--- src/rtl/ps_step_pkg.sv ---
package ps_step_pkg;

    // pseudo-random source width (fixed polynomial below)
    localparam int LFSR_W = 8;
    localparam logic [LFSR_W-1:0] LFSR_SEED = 8'hA5;

    typedef enum logic {
        ST_IDLE = 1'b0,
        ST_BUSY = 1'b1
    } step_state_e;

    // request captured at acceptance
    typedef struct packed {
        logic up;       // 1: move up, 0: move down
        logic blocked;  // offset already at the limit in that direction
    } step_req_t;

    // x^8 + x^6 + x^5 + x^4 + 1, maximal length
    function automatic logic [LFSR_W-1:0] lfsr_next(input logic [LFSR_W-1:0] s);
        return {s[LFSR_W-2:0], s[7] ^ s[5] ^ s[4] ^ s[3]};
    endfunction

endpackage

--- src/rtl/ps_lat_lfsr.sv ---
module ps_lat_lfsr
    import ps_step_pkg::*;
#(
    parameter int LAT_MIN = 3,
    parameter int SPAN_W  = 4,
    parameter int CNT_W   = 5
) (
    input  logic             clk,
    input  logic             rst,
    output logic [CNT_W-1:0] lat
);
    logic [LFSR_W-1:0] sr;

    always_ff @(posedge clk) begin
        if (rst) sr <= LFSR_SEED;
        else     sr <= lfsr_next(sr);
    end

    // minimum wait plus a pseudo-random span
    assign lat = CNT_W'(LAT_MIN) + CNT_W'(sr[SPAN_W-1:0]);
endmodule

--- src/rtl/ps_step_ctrl.sv ---
module ps_step_ctrl
    import ps_step_pkg::*;
#(
    parameter int CNT_W = 5,
    parameter int SUBS  = 2
) (
    input  logic             clk,
    input  logic             rst,
    input  logic             req_en,
    input  logic             req_up,
    input  logic             at_top,
    input  logic             at_bot,
    input  logic [CNT_W-1:0] lat,
    output logic             busy,
    output logic             sub_step,
    output logic             step_up,
    output logic             commit,
    output logic             blocked,
    output logic             done
);
    step_state_e state;
    step_req_t   req;
    logic [CNT_W-1:0] cnt;

    always_ff @(posedge clk) begin
        if (rst) begin
            state <= ST_IDLE;
            req   <= '0;
            cnt   <= '0;
            done  <= 1'b0;
        end else begin
            done <= 1'b0;
            unique case (state)
                ST_IDLE: begin
                    if (req_en) begin
                        state       <= ST_BUSY;
                        cnt         <= lat;
                        req.up      <= req_up;
                        req.blocked <= req_up ? at_top : at_bot;
                    end
                end
                ST_BUSY: begin
                    cnt <= cnt - CNT_W'(1);
                    if (cnt == CNT_W'(1)) begin
                        state <= ST_IDLE;
                        done  <= 1'b1;
                    end
                end
                default: state <= ST_IDLE;
            endcase
        end
    end

    assign busy     = (state == ST_BUSY);
    // the sub-steps occupy the last SUBS cycles of the wait
    assign sub_step = busy && (cnt <= CNT_W'(SUBS)) && !req.blocked;
    assign commit   = busy && (cnt == CNT_W'(1));
    assign step_up  = req.up;
    assign blocked  = req.blocked;
endmodule

--- src/rtl/ps_phase_acc.sv ---
module ps_phase_acc #(
    parameter int OFS_MAX   = 255,
    parameter int OFS_W     = 9,
    parameter int FRAC_BITS = 1,
    parameter int PH_W      = 10
) (
    input  logic                    clk,
    input  logic                    rst,
    input  logic                    sub_step,
    input  logic                    step_up,
    input  logic                    commit,
    input  logic                    blocked,
    output logic signed [OFS_W-1:0] offset,
    output logic signed [PH_W-1:0]  phase,
    output logic                    ovf,
    output logic                    at_top,
    output logic                    at_bot
);
    localparam logic signed [OFS_W-1:0] TOP = OFS_W'(OFS_MAX);
    localparam logic signed [OFS_W-1:0] BOT = -TOP;

    always_ff @(posedge clk) begin
        if (rst) begin
            offset <= '0;
            phase  <= '0;
            ovf    <= 1'b0;
        end else begin
            if (sub_step)
                phase <= step_up ? phase + PH_W'(1) : phase - PH_W'(1);
            if (commit) begin
                if (blocked) begin
                    ovf <= 1'b1;
                end else begin
                    ovf    <= 1'b0;
                    offset <= step_up ? offset + OFS_W'(1) : offset - OFS_W'(1);
                end
            end
        end
    end

    assign at_top = (offset == TOP);
    assign at_bot = (offset == BOT);
endmodule

--- src/rtl/ps_step_responder.sv ---
module ps_step_responder #(
    parameter int OFS_MAX   = 255,
    parameter int FRAC_BITS = 1,
    parameter int LAT_MIN   = 3,
    parameter int SPAN_W    = 4,
    localparam int OFS_W    = $clog2(OFS_MAX + 1) + 1,
    localparam int PH_W     = OFS_W + FRAC_BITS
) (
    input  logic                    ps_clk,
    input  logic                    rst,
    input  logic                    ps_en,
    input  logic                    ps_incdec,
    output logic                    ps_done,
    output logic                    ps_overflow,
    output logic signed [OFS_W-1:0] ps_offset,
    output logic signed [PH_W-1:0]  ps_phase
);
    localparam int SUBS    = 1 << FRAC_BITS;
    localparam int LAT_MAX = LAT_MIN + (1 << SPAN_W) - 1;
    localparam int CNT_W   = $clog2(LAT_MAX + 1);

    logic [CNT_W-1:0] lat;
    logic busy, sub_step, step_up, commit, blocked, at_top, at_bot;

    initial begin
        if (LAT_MIN < SUBS) $error("wait shorter than the sub-step count");
    end

    ps_lat_lfsr #(
        .LAT_MIN(LAT_MIN), .SPAN_W(SPAN_W), .CNT_W(CNT_W)
    ) u_lat (
        .clk(ps_clk), .rst(rst), .lat(lat)
    );

    ps_step_ctrl #(
        .CNT_W(CNT_W), .SUBS(SUBS)
    ) u_ctrl (
        .clk(ps_clk), .rst(rst),
        .req_en(ps_en), .req_up(ps_incdec),
        .at_top(at_top), .at_bot(at_bot), .lat(lat),
        .busy(busy), .sub_step(sub_step), .step_up(step_up),
        .commit(commit), .blocked(blocked), .done(ps_done)
    );

    ps_phase_acc #(
        .OFS_MAX(OFS_MAX), .OFS_W(OFS_W), .FRAC_BITS(FRAC_BITS), .PH_W(PH_W)
    ) u_acc (
        .clk(ps_clk), .rst(rst),
        .sub_step(sub_step), .step_up(step_up),
        .commit(commit), .blocked(blocked),
        .offset(ps_offset), .phase(ps_phase), .ovf(ps_overflow),
        .at_top(at_top), .at_bot(at_bot)
    );
endmodule

--- config.mk ---
export PLATFORM = sky130hd
export DESIGN_NAME = ps_step_responder
export DESIGN_NICKNAME = d
export VERILOG_FILES = /design/src/rtl/ps_step_pkg.sv /design/src/rtl/ps_lat_lfsr.sv /design/src/rtl/ps_step_ctrl.sv /design/src/rtl/ps_phase_acc.sv /design/src/rtl/ps_step_responder.sv
export SDC_FILE = /design/constraint.sdc
export NUM_CORES = 1
export LEC_CHECK = 0
export ABC_CLOCK_PERIOD_IN_PS = 8000
export BUFFER_PORTS_ARGS = -buffer_cell sky130_fd_sc_hd__clkbuf_2
export CAP_MARGIN = 40
export CORE_MARGIN = 2
export CORE_UTILIZATION = 40
export DETAILED_ROUTE_END_ITERATION = 8
export PLACE_DENSITY = 0.58
export SYNTH_ARGS = -nofsm -noshare
export SYNTH_HDL_FRONTEND = slang
export SYNTH_SLANG_ARGS = --single-unit
export TNS_END_PERCENT = 5
--- constraint.sdc ---
create_clock -name ps_clk -period 8 [get_ports ps_clk]
set_clock_uncertainty 0.2 [all_clocks]
set_input_delay 0 -clock ps_clk [delete_from_list [all_inputs] [get_ports ps_clk]]
set_output_delay 0 -clock ps_clk [all_outputs]
set_load 0.01 [all_outputs]
After elaboration in Yosys (flattened, before gate mapping)
Cells that the tools add are included.
Operators by class
  add/subtract/negate cells: 6
  magnitude comparators: 1
  shifts and indexed selects: 0
  equality and inequality tests: 4
  div/mod/pow operators: 0
  reductions and logical operators: 7
  multiply operators: 0
  muxes and demuxes: 10
  bitwise logic cells: 5
Operator list (count)
  9-bit == test, second input constant: 2
  10-bit by 2-bit adder with 10-bit output, second input constant: 1
  10-bit two-way mux: 1
  5-bit one-hot mux with 2 select lines: 1
  10-bit by 2-bit subtractor with 10-bit output, second input constant: 1
  9-bit by 2-bit adder with 9-bit output, second input constant: 1
  9-bit two-way mux: 1
  9-bit by 2-bit subtractor with 9-bit output, second input constant: 1
  2-bit by 4-bit adder with 5-bit output, first input constant: 1
  5-bit by 1-bit == test with 1-bit output, second input constant: 1
  5-bit by 2-bit <= comparator with 1-bit output, second input constant: 1
  1-bit two-way mux: 5
  5-bit two-way mux: 1
  5-bit by 1-bit subtractor with 5-bit output, second input constant: 1
  2-bit AND reduction: 2
  1-bit logical AND: 3
  1-bit bitwise XOR: 3
  2-bit inequality test, second input constant: 1
  1-bit inverter: 2
  1-bit one-hot mux with 2 select lines: 1
  2-bit OR reduction: 1
  1-bit zero test: 1
Storage, ports and cells
  bits in read-only memories: 0
  bits in latches: 0
  flip-flop bits (word level): 37
  word-level logic and storage cells: 42
  memories kept: 0
  RAM bits: 0

Longest topological paths before layout
  depth in word-level cells: 3
  gate-level depth with buffers: 8

Modules after synthesis
From an unflattened synthesis, not the netlist that was laid out.
Unflattened totals
  cell total of the unflattened synthesis: 279
  area, all modules: 2411.1 um^2
Modules (own cells, without submodules)
  ps_phase_acc: area an instance 1634.1 um^2, times used 1, cells each 200
  ps_step_ctrl: area an instance 479.2 um^2, times used 1, cells each 52
  ps_lat_lfsr: area an instance 297.8 um^2, times used 1, cells each 27

Worst setup path before layout
OpenSTA, ideal clock, no wires.
  kind: register to register
  from: register u_ctrl.req, in the netlist u_ctrl.step_up
  to: register u_acc.phase[9]
  data required time: 7673 ps
  stages on the path, launching flop included: 8
  slack: 5487 ps
  setup time: 127 ps
  arrival: 2186 ps
  cell sequence: dfxtp_1 inv_1 ha_1 o21ai_0 nor4b_1 nor2_1 a41o_2 or3_1
On the way
  word-level cells in the longest chain between the ends: 1
Ends and longest elaborated chain
  start, declared: RTL line ps_step_ctrl.sv:22  | step_req_t req;
  10-bit two-way mux: RTL line ps_phase_acc.sv:29  | phase <= step_up ? phase + PH_W'(1) : phase - PH_W'(1);
  end signal, assigned: RTL line ps_phase_acc.sv:29
  end, declared: RTL line ps_phase_acc.sv:14  | output logic signed [PH_W-1:0] phase,
Every way passes these cells.
A chain may end at the register's enable or synchronous reset.

Final worst setup path
Same ends and word-level chain as after synthesis.

==> results by group <==
Status
  • Outcome: completed

Floorplan
  • Core outline area: 5570 µm²
  • Die extent in x: 80.2 µm
  • Effective utilization at floorplan: 41.7%
  • IO Pins: 25
  • Area enclosed by the die boundary: 6430 µm²
  • Placement row count: 27
  • Die extent in y: 80.2 µm

Clock tree
  • CTS tree: built
  • Number of H-tree branching levels: 2
  • Clock slew at the register clock pins of the worst setup and hold paths: 80 ps
  • Clk_lat worst skew: 290 ps
  • Cell at the root of the clock tree: clkbuf_8
  • Resize count post-CTS: 0
  • Maximum buffer depth of the clock tree: 2
  • Count of clock tree sinks: 37
  • TritonCTS Buffers: 5

Pwr
  • Sw frac: 33.0%
  • Leakage dissipation: 0.00109 µW
  • Max IR drop VDD: 0.000114 V
  • Internal power contribution: 369 µW
  • Total power density per cell area: 209 nW/µm²
  • Sequential share of power: 40.2%
  • Net load switching power: 182 µW
  • Combinational power share: 29.9%
  • Clk network pwr share: 29.9%

Routing
  • Final routed wirelength across all metal layers: 5300 µm
  • Vias: 2074
  • Remaining design rule violation count: 0
  • First DRT Iteration DRCs: 123
  • 1st-pass router iterations: 4
  • Wire length per cell: 14.2 µm
  • Number of routed nets with antenna violations: 0
  • Via/cell ratio: 5.56

STA
  • Portion of the clock cycle consumed by the worst path in the final layout: 35.7%
  • Number of pins exceeding their max-slew limit in the final report: 0
  • Setup-violating endpoint count in the final report: 0
  • Time the worst path needs with I/O delays and setup: 2860 ps
  • Number of hold violations in the final report: 0
  • Summed negative setup slack over all endpoints: 0 ps
  • Unrepaired setup endpoints after global routing: no
  • Worst slew pin tran: 880 ps
  • Relative max-transition margin: 41.4%
  • FMAX: 0.350 GHz

GRT
  • Total overflow reported by the global router: 0
  • Wire length of the first global-routing pass: 8950 µm
  • Tot GR Track Use: 17.5%
  • Largest net degree at the start of global routing: 42
  • Via count of the first global-routing pass: 1930
  • Initial antenna violation count: 0

Worst setup path
  • Worst setup SP type: flop
  • CP Capture Type: flop
  • Critical Path Slowest Stage Cell: dfxtp_1
  • Worst Path Buf+Inv: 1
  • Depth of the worst register-to-register path: 7
  • Crit path required time: 7970 ps
  • Crit path cell chain: inv_1 > ha_1 > o21ai_0 > nor4b_1 > nor2_1 > a41o_2 > or3_1
  • Critical Setup Path Class: reg2reg
  • Delay of the slowest critical-path stage: 480 ps
  • Levels on crit path: 7
  • Cell family contributing the most delay on the critical path: simple AND/OR/NAND/NOR gates
  • Arrival time at the worst endpoint: 2830 ps
  • Maximum fanout count along the critical path: 17

Synth
  • Synth cell types: 52
  • Sequential element share of the synthesized area: 31.9%
  • Syn. warnings: 0
  • Count of flip-flops with a built-in enable after synthesis: 0
  • Register bit total from synthesis: 37
  • Area of the mapped netlist: 2320 µm²
  • Post-synthesis area per instance: 8.48 µm²
  • Synthesized instance count: 274
  • Synth Net Count: 299
  • Share of async-settable or async-resettable flops after synthesis: 0%
  • Most used flip-flop cell after synthesis: dfxtp_1

Layout
  • Most frequent standard cell in the layout excluding fill and tap cells: dfxtp_1
  • Number of antenna diodes: 0
  • Post-synthesis to final-layout area growth: 13.4%
  • Post-route cell area: 2640 µm²
  • Count of nets after finishing: 325
  • Commonest cells after routing, fill and taps aside: 37 x dfxtp_1, 24 x clkbuf_2, 22 x nand2_1
  • Layout cells sized above 1: 14.6%

Placed design
  • Detail Placement HPWL: 3690 µm
  • Global placement routability congestion: 0.804
  • Port Buf Inserts: 24
  • Post-placement cell area: 2480 µm²

Run
  • Total of max-cap violations: 0

Min path
  • Class of the most critical hold timing path: reg2reg
  • Cell depth of the worst hold path: 1
[power groups by stage]
stage	clock network, µW	registers (µW)	logic, µW
after floorplan	0	225	124
after global placement	0	226	161
after detailed placement	0	226	162
after CTS	171	222	165
after global routing	178	225	188
final	165	222	165
[through the flow]
stage | power, µW | utilization, % | instances | setup WS (ps) | hold WS, ps
finish | 552 | 47.3 | 373 | 5140 | 209
global route | 591 | 47.3 | 373 | 4880 | 226
CTS | 558 | 47.3 | 373 | 5130 | 215
detailed placement | 388 | 44.6 | 361 | 5140 | 92.5
global placement | 388 | 44.6 | 361 | 5220 | 84.8
floorplan | 350 | - | 274 | 5490 | -64.0
[cell families after synthesis]
group	synth area share, %
and+or+nand+nor	25.5
buffers and inverters	4.74
xor gates and xnor gates	3.02
DFF	31.9
adders and majority gates	12.0
AOI/OAI and AO/OA	19.7
muxes	3.18
[worst reg2reg max path, stage by stage, from the launching register on]
cell and delay (ps):
dfxtp_1 480, inv_1 360, ha_1 470, o21ai_0 170
nor4b_1 310, nor2_1 130, a41o_2 270, or3_1 350
[cell type report]
type | count | area [µm²]
multi-input cells | 212 | 1470
inverters | 16 | 60.1
clock inverters | 2 | 38.8
well taps | 72 | 90.1
clock buffers | 6 | 72.6
fillers | 570 | 2940
flip-flops and latches | 37 | 741
repair buffers | 28 | 160
[synth_stat cells, drive strengths merged, types with 2 or more instances]
| cell | count | share of area (%) |
|---|---|---|
| o21ai | 13 | 2.8 |
| nor2b | 10 | 2.7 |
| nor3 | 9 | 1.9 |
| o21a | 5 | 1.6 |
| dfxtp | 37 | 32 |
| buf | 4 | 1.3 |
| a21oi | 21 | 4.5 |
| o22ai | 2 | 0.54 |
| mux2 | 3 | 1.5 |
| or3 | 7 | 1.9 |
| a311o | 2 | 0.92 |
| nand2 | 22 | 3.6 |
| nand4b | 4 | 1.5 |
| and3 | 6 | 1.8 |
| ha | 19 | 10 |
| xnor2 | 6 | 2.3 |
| xor2 | 2 | 0.75 |
| fa | 2 | 1.7 |
| clkbuf | 5 | 0.81 |
| inv | 16 | 2.6 |
| nor4b | 5 | 2.5 |
| nor4 | 2 | 0.54 |
| nand4 | 4 | 1.1 |
| a21o | 3 | 0.97 |
| o221ai | 2 | 0.75 |
| nand2b | 2 | 0.54 |
| nand3 | 13 | 3.0 |
| or2 | 2 | 0.54 |
| o211ai | 2 | 0.65 |
| a211oi | 7 | 2.3 |
| nor2 | 18 | 2.9 |
| o31a | 2 | 0.75 |
| a211o | 2 | 0.75 |
| mux2i | 4 | 1.7 |
[sequential cells by signal, summed over array words and instances (netlist names)]
register and count:
u_acc.offset 9, u_acc.ovf 1, u_acc.phase 10, u_ctrl.blocked 1, u_ctrl.busy 1, u_ctrl.cnt 5
u_ctrl.done 1, u_ctrl.step_up 1, u_lat.sr 8
[what timing repair did]
action / 4_1_cts / 5_1_grt
hold buffers: 4 / 0
hold endpoints to repair: 4 / 0
setup buffers: 0 / 0
endpoints found under the setup margin: 0 / 0
[path summary, 6_finish.rpt]
check,end,slack [ps],startpoint
max,u_acc.phase[9],5140,u_ctrl.step_up
min,u_lat.sr[7],210,u_lat.sr[6]
max reg2reg,u_acc.phase[9],5140,u_ctrl.step_up
min reg2reg,u_lat.sr[7],210,u_lat.sr[6]
[layer usage]
| layer | vias up | share of wire, % | global-route usage, % |
|---|---|---|---|
| met5 | - | 0 | 0 |
| met4 | 0 | 0.94 | 5.59 |
| met3 | 5 | 2.3 | 3.15 |
| met2 | 29 | 45 | 29.0 |
| met1 | 979 | 52 | 22.9 |
| li1 | 1061 | - | - |
Note: power is estimated with default switching activity, not from simulation.
